### src/rtl/posit_dec_pkg.sv
package posit_dec_pkg;

    function automatic int scale_width(int n, int es);
        return $clog2(n << es) + 2;
    endfunction

    function automatic int frac_width(int n, int es);
        return n - 3 - es;
    endfunction

endpackage

### src/rtl/posit_abs.sv
module posit_abs #(
    parameter int N = 16
) (
    input  logic [N-1:0] word_i,
    output logic [N-2:0] body_o
);
    logic [N-2:0] low;

    always_comb begin
        low = word_i[N-2:0];
        if (word_i[N-1]) begin
            body_o = ~low + 1'b1;
        end else begin
            body_o = low;
        end
    end
endmodule

### src/rtl/posit_run_count.sv
module posit_run_count #(
    parameter int W  = 15,
    parameter int CW = $clog2(W + 1)
) (
    input  logic [W-1:0]  bits_i,
    output logic          lead_o,
    output logic [CW-1:0] run_o
);
    logic [W-1:0] flipped;

    always_comb begin
        lead_o  = bits_i[W-1];
        flipped = lead_o ? ~bits_i : bits_i;
        run_o   = CW'(W);
        for (int i = 0; i < W; i++) begin
            if (flipped[i]) begin
                run_o = CW'(W - 1 - i);
            end
        end
    end
endmodule

### src/rtl/posit_field_align.sv
module posit_field_align #(
    parameter int ES = 2,
    parameter int FW = 11,
    parameter int CW = 4
) (
    input  logic [ES+FW-1:0] tail_i,
    input  logic [CW-1:0]    run_i,
    output logic [ES-1:0]    exp_o,
    output logic [FW-1:0]    frac_o
);
    logic [ES+FW-1:0] shifted;
    logic [CW-1:0]    amount;

    always_comb begin
        amount  = run_i - 1'b1;
        shifted = tail_i << amount;
        exp_o   = shifted[ES+FW-1 -: ES];
        frac_o  = shifted[FW-1:0];
    end
endmodule

### src/rtl/posit_decoder.sv
module posit_decoder
    import posit_dec_pkg::*;
#(
    parameter int N  = 16,
    parameter int ES = 2,
    parameter int SW = scale_width(N, ES),
    parameter int FW = frac_width(N, ES)
) (
    input  logic [N-1:0]         pw_i,
    output logic                 neg_o,
    output logic                 is_zero_o,
    output logic                 is_nar_o,
    output logic signed [SW-1:0] scale_o,
    output logic [FW:0]          signif_o
);
    localparam int W  = N - 1;
    localparam int CW = $clog2(W + 1);
    localparam logic signed [SW-1:0] ONE = SW'(1);

    logic [W-1:0]          body;
    logic                  lead;
    logic [CW-1:0]         run_len;
    logic [ES-1:0]         exp_bits;
    logic [FW-1:0]         frac_bits;
    logic signed [SW-1:0]  run_ext;
    logic signed [SW-1:0]  regime;
    logic                  special;

    posit_abs #(.N(N)) u_abs (
        .word_i (pw_i),
        .body_o (body)
    );

    posit_run_count #(.W(W), .CW(CW)) u_run (
        .bits_i (body),
        .lead_o (lead),
        .run_o  (run_len)
    );

    posit_field_align #(.ES(ES), .FW(FW), .CW(CW)) u_align (
        .tail_i (body[W-3:0]),
        .run_i  (run_len),
        .exp_o  (exp_bits),
        .frac_o (frac_bits)
    );

    always_comb begin
        is_zero_o = (pw_i == '0);
        is_nar_o  = (pw_i == {1'b1, {(N-1){1'b0}}});
        special   = is_zero_o | is_nar_o;
        run_ext   = $signed(SW'(run_len));
        regime    = lead ? (run_ext - ONE) : (-run_ext);
        if (special) begin
            neg_o    = 1'b0;
            scale_o  = '0;
            signif_o = '0;
        end else begin
            neg_o    = pw_i[N-1];
            scale_o  = (regime <<< ES) + $signed(SW'(exp_bits));
            signif_o = {1'b1, frac_bits};
        end
    end
endmodule

### config.mk
export PLATFORM = sky130hd
export DESIGN_NAME = posit_decoder
export DESIGN_NICKNAME = d
export VERILOG_FILES = /design/src/rtl/posit_dec_pkg.sv /design/src/rtl/posit_abs.sv /design/src/rtl/posit_run_count.sv /design/src/rtl/posit_field_align.sv /design/src/rtl/posit_decoder.sv
export SDC_FILE = /design/constraint.sdc
export NUM_CORES = 1
export LEC_CHECK = 0
export BUFFER_PORTS_ARGS = -buffer_cell sky130_fd_sc_hd__buf_2
export CAP_MARGIN = 20
export CORE_MARGIN = 1
export CORE_UTILIZATION = 57
export DETAILED_ROUTE_END_ITERATION = 8
export PLACE_DENSITY_LB_ADDON = 0.12
export RECOVER_POWER = 25
export SETUP_SLACK_MARGIN = 0.4
export SLEW_MARGIN = 25
export SYNTH_ARGS = -nofsm -noshare
export SYNTH_HDL_FRONTEND = slang
export SYNTH_SLANG_ARGS = --single-unit
### constraint.sdc
create_clock -name vclk -period 9
set_input_delay 1.8 -clock vclk [all_inputs]
set_output_delay 1.8 -clock vclk [all_outputs]
set_load 0.005 [all_outputs]
# Word level (Yosys, flattened, before mapping)
# Index checks and enable logic that the tools add are counted.
op_classes:
  add_sub_neg: 5
  mul: 0
  n_div: 0
  order_cmp: 0
  eq_ne: 1
  shift: 1
  muxes: 21
  n_bitwise: 3
  reduce_logical: 1
ops:
  columns: ["op", "count"]
  rows:
  - ["4-bit 2-to-1 mux", 8]
  - ["15-bit 2-to-1 mux", 2]
  - ["15-bit NOT", 2]
  - ["16-bit equality test (second input constant)", 1]
  - ["16-bit zero test", 1]
  - ["15-bit by 1-bit adder with 15-bit output (second input constant)", 1]
  - ["13-bit by 4-bit left shift with 13-bit output", 1]
  - ["12-bit 2-to-1 mux", 1]
  - ["3-bit 2-to-1 mux", 4]
  - ["8-bit by 3-bit adder with 8-bit output", 1]
  - ["8-bit 2-to-1 mux", 1]
  - ["6-bit 2-to-1 mux", 1]
  - ["4-bit negator with 6-bit output", 1]
  - ["4-bit by 1-bit subtractor with 5-bit output (second input constant)", 1]
  - ["2-bit 2-to-1 mux", 2]
  - ["4-bit by 1-bit subtractor with 4-bit output (second input constant)", 1]
  - ["1-bit 2-to-1 mux", 2]
  - ["1-bit OR", 1]
totals:
  reg_bits: 0
  latchBits: 0
  mem_bits_rw: 0
  rom_bits: 0
  in_bits: 16
  output_inout_bits: 23
  wordCells: 32
  mem_count: 0

# Depth between registers and ports, before layout
logic_depth:
  word_depth: 24
  mapped_depth: 18
  mapped_depth_nobuf: 15

# Cells and area by module
# From an unflattened synthesis, not the netlist that was laid out.
hier_totals:
  cells_unflattened: 214
  area_unflattened_um2: 1512.7
by_module_without_submodules:
  columns: ["module", "n_inst", "cells_per_inst", "area_each_um2", "seq_area_each_um2"]
  rows:
  - ["posit_field_align", 1, 68, 563.0, 0.0]
  - ["posit_abs", 1, 42, 340.3, 0.0]
  - ["posit_decoder", 1, 47, 310.3, 0.0]
  - ["posit_run_count", 1, 57, 299.0, 0.0]

# Least setup slack after synthesis
# OpenSTA, ideal clock, no wires.
synth_path:
  path_type: "input port to output port"
  start: "in pw_i[6]"
  end: "out signif_o[9]"
  arrival_ps: 5730
  t_required_ps: 7200
  setup_slack_ps: 1470
  cell_stages: 16
  path_buffers: 4
  cell_sequence: "buf_4 > or4_4 > o41ai_1 > xor2_1 > xnor2_1 > o21ai_1 > o31ai_4 > buf_4 > ha_1 > clkbuf_1 > inv_1 > clkbuf_1 > mux4_2 > mux2i_1 > a2bb2oi_1 > nor2_1"
synth_between:
  elab_chain_len: 22
  elab_cells_between_ends: 26
  cone_classes: "add/sub: 2; eq/ne: 1; shift: 1; mux: 18; bitwise: 3; reduce/logical: 1"
synth_rtl:
  columns: ["item", "line", "text"]
  rows:
  - ["from (decl)", "posit_decoder.sv:9", "input logic [N-1:0] pw_i,"]
  - ["15-bit NOT", "posit_abs.sv:12", "body_o = ~low + 1'b1;"]
  - ["15-bit by 1-bit adder with 15-bit output", "posit_abs.sv:12", null]
  - ["15-bit 2-to-1 mux", "posit_abs.sv:11", "if (word_i[N-1]) begin"]
  - ["15-bit 2-to-1 mux", "posit_run_count.sv:13", "flipped = lead_o ? ~bits_i : bits_i;"]
  - ["1-bit 2-to-1 mux", "posit_run_count.sv:16", "if (flipped[i]) begin"]
  - ["2-bit 2-to-1 mux (2 in a row)", "posit_run_count.sv:16", null]
  - ["3-bit 2-to-1 mux (4 in a row)", "posit_run_count.sv:16", null]
  - ["4-bit 2-to-1 mux (8 in a row)", "posit_run_count.sv:16", null]
  - ["4-bit by 1-bit subtractor with 4-bit output", "posit_field_align.sv:15", "amount = run_i - 1'b1;"]
  - ["13-bit by 4-bit left shift with 13-bit output", "posit_field_align.sv:16", "shifted = tail_i << amount;"]
  - ["12-bit 2-to-1 mux (*)", "posit_decoder.sv:53", "if (special) begin"]
  - ["to (decl)", "posit_decoder.sv:14", "output logic [FW:0] signif_o"]
# Every way passes the cells marked *; elsewhere a longest branch is shown, timed or not.

# Worst setup path in the final report
layout_path:
  start: "in pw_i[0]"
  end: "out scale_o[0]"
layout_between:
  elab_chain_len: 24
  elab_cells_between_ends: 27
  cone_classes: "add/sub: 3; eq/ne: 1; shift: 1; mux: 18; bitwise: 3; reduce/logical: 1"
layout_rtl:
  columns: ["item", "line", "text"]
  rows:
  - ["15-bit NOT", "posit_abs.sv:12", null]
  - ["15-bit by 1-bit adder with 15-bit output", "posit_abs.sv:12", null]
  - ["15-bit 2-to-1 mux", "posit_abs.sv:11", null]
  - ["15-bit NOT", "posit_run_count.sv:13", null]
  - ["15-bit 2-to-1 mux", "posit_run_count.sv:13", null]
  - ["1-bit 2-to-1 mux", "posit_run_count.sv:16", null]
  - ["2-bit 2-to-1 mux (2 in a row)", "posit_run_count.sv:16", null]
  - ["3-bit 2-to-1 mux (4 in a row)", "posit_run_count.sv:16", null]
  - ["4-bit 2-to-1 mux (8 in a row)", "posit_run_count.sv:16", null]
  - ["4-bit by 1-bit subtractor with 4-bit output", "posit_field_align.sv:15", null]
  - ["13-bit by 4-bit left shift with 13-bit output", "posit_field_align.sv:16", null]
  - ["8-bit by 3-bit adder with 8-bit output", "posit_decoder.sv:59", "scale_o = (regime <<< ES) + $signed(SW'(exp_bits));"]
  - ["8-bit 2-to-1 mux (*)", "posit_decoder.sv:53", null]
  - ["to (decl)", "posit_decoder.sv:13", "output logic signed [SW-1:0] scale_o,"]
# Marked as above.

==> flow_summary.ini <==
[run_status]
result_of_the_run = complete, no violations

[route]
detailroute.via_count = 1649
drc = 0
detail_route.wl_per_cell_um = 15.3
vias_per_cell = 6.52
drtPass1Iterations = 4
drt_wl_total_um = 3860
drt.antenna.violating_nets = 0
detail_route.iter0.violations = 61

[worst_setup_path]
timing.critical_path.max_delay_family = compound AO/OA/AOI/OAI gates
worstSetupEndpointType = output pin
cp_cell_sequence = buf_2 -> inv_1 -> ha_1 -> nor3b_1 -> o211ai_1 -> o211a_1 -> a2111oi_0 -> o31ai_4 -> buf_4 -> ha_1 -> inv_1 -> mux4_2 -> o211ai_1 -> a21oi_1 -> buf_2
critPathRequiredTime_ns = 7.20
crit_slowest_cell = a2111oi_0
critical_path.max_stage_delay_ns = 0.81
critPathLaunchType = primary input
cp_num_buf_inv = 5
path_depth = 15
timing.critical_path.arrival_ns = 6.29
worstSetupPathType = in2out
setup.worst_path.start = pw_i[0]
crit_path_end = scale_o[0]
critical_path.max_fanout = 17

[clock_network]
cts-resized-gates = 0
post-cts-setup-buffers = 0
cts_hold_buf = 0

[timing]
fmax_mhz = 124
grt_setup_unrepaired = no
timing_max_transition_violations_final = 0
setup_violations = 0
worstMarginPinSlew_ns = 0.923
totalNegativeSetupSlack_ns = 0
minimum_clock_period_ns = 8.09
hold_viol = 0
finalCritPeriodShare = 0.898
slew-limit-headroom = 0.369

[floorplan]
rows = 17
die_height_um = 52.6
core_um2 = 2320
ios = 39
start_util = 0.630
die_w_um = 52.6
die-area_um2 = 2770

[layout]
sequential_cell_total = 0
mostFrequentLayoutCell = buf_2
clkbuf_count = 0
top_library_cells_by_usage_in_the_layout_fill_and_taps_aside = 35 x buf_2, 24 x nor2_1, 17 x nand2_1
final-seq-area_um2 = 0
syn_to_final_growth_pct = 12.8
utilization = 0.710
final_nets = 245
fillCellCount = 203
antenna-diode-count = 0
post_route_cells_drive_above_1_share = 0.267

[power_and_ir_drop]
power.clock.fraction = 0
power_report.internal_total_uw = 123
power_switching_share = 0.528
seq_power_share = 0
power.ir.vdd_worst_mv = 0.111
power-per-cell-area_nw_per_um2 = 158
combinationalPowerShare = 1.000
power_switching_uw = 137
leakage_uw = 0.000689

[synth]
synth_cells = 195
postSynthAreaPerCell_um2 = 7.49
yosysSeqAreaShare = 0
mappedNetlistArea_um2 = 1460
synthDistinctLibCells = 59
yosys_warnings = 0
postSynthNetCount = 213

[global_route]
grt.busiest_layer = met2
globalRouteMet2Util = 0.532
grt_start_max_net_pins = 18
first_global_vias = 1350
grtUsageMet1 = 0.394
met3_usage = 0.00870
all_layer_global_routing_usage = 0.295
remaining_global_route_overflow = 0
initial_antenna_violation_count = 0
grt_pass1_wl_um = 6270

[place]
place.gp.congestion = 0.918
port_buffers = 39
detailedPlacementHpwl_um = 3100

[min_path]
min-delay-path-class = in2out
min_from = pw_i[15]

[job]
timing.max_cap.violations = 0
==> synth_stat cells (2+ instances only) <==
cell,n,area share
o31ai_1,3,0.015
xor2_2,2,0.022
o41ai_1,2,0.012
ha_1,2,0.017
inv_1,7,0.018
nor3_1,4,0.014
a211oi_1,4,0.021
nand3_1,5,0.017
or2_2,2,0.0086
mux4_2,6,0.093
mux2i_1,11,0.075
nor2_1,24,0.062
o211ai_1,4,0.021
clkbuf_1,7,0.018
a31oi_1,2,0.0086
a21oi_1,9,0.031
mux2_2,2,0.015
o211a_1,3,0.021
a41oi_1,2,0.012
a32oi_1,2,0.012
o21ai_0,5,0.017
buf_4,2,0.010
o31a_1,2,0.012
xor2_1,8,0.048
nand4_1,2,0.0086
and3_1,2,0.0086
or4_4,2,0.015
nor4_1,3,0.013
xnor2_1,14,0.084
nand2_1,17,0.044
or3_1,3,0.013
nand2b_1,5,0.021
==> power by group through the flow <==
| stage | registers (uW) | logic, uW | clock network [uW] |
|---|---|---|---|
| 6_report | 0 | 259 | 0 |
| 3_5_place_dp | 0 | 257 | 0 |
| 3_3_place_gp | 0 | 251 | 0 |
| 2_1_floorplan | 0 | 187 | 0 |
| 5_1_grt | 0 | 283 | 0 |
| 4_1_cts | 0 | 258 | 0 |
==> layer usage <==
metal  wire length, um  part of all wire  vias to the layer above
met5                 0                 0                        -
met4                25            0.0065                        0
met3               223             0.058                        2
met2              1900              0.49                       76
met1              1710              0.44                      764
li1                  -                 -                      807
==> per-stage QoR <==
stage / setup slack (ns) / area (um^2) / cells / total power [uW] / hold WS (ns)
floorplan: 1.47 / 1460 / 195 / 187 / 3.77
global placement: 1.36 / 1660 / 253 / 251 / 4.03
detailed placement: 1.23 / 1660 / 253 / 257 / 4.04
CTS: 1.22 / 1660 / 253 / 258 / 4.04
global route: 0.483 / 1650 / 253 / 283 / 4.07
finish: 0.914 / 1650 / 253 / 259 / 4.05
==> worst min path at each step <==
stage / endpoint / slack (ns) / depth (start not counted)
after detailed placement: is_zero_o / 4.04 / 3
after CTS: is_zero_o / 4.04 / 3
final: is_zero_o / 4.05 / 3
after global placement: is_zero_o / 4.03 / 3
after floorplan: signif_o[11] / 3.77 / 2
after global routing: is_zero_o / 4.07 / 3
==> logic make-up (layout without fill, tap and decap cells) <==
group / after synthesis / in the layout / share of synthesized area
XOR/XNOR: 24 / 24 / 0.154
multiplexers: 20 / 20 / 0.201
buffers and inverters: 19 / 49 / 0.0548
AO/OA/AOI/OAI: 54 / 54 / 0.308
AND/OR/NAND/NOR: 76 / 76 / 0.264
adder cells (fa/ha/maj): 2 / 2 / 0.0171
==> layout make-up <==
type                            instances  area [um^2]  share of cell area
Timing Repair Buffer                   41          208               0.126
Tap cell                               28         35.0              0.0213
Inverter                                8         30.0              0.0182
Multi-Input combinational cell        176         1370               0.834
==> tightest hold or removal path: cells and delay by family <==
| family | cells | cell delay (ns) |
|---|---|---|
| buffers and inverters | 2 | 0.31 |
| AND/OR/NAND/NOR | 1 | 0.13 |
(Power assumes the default switching activity.)
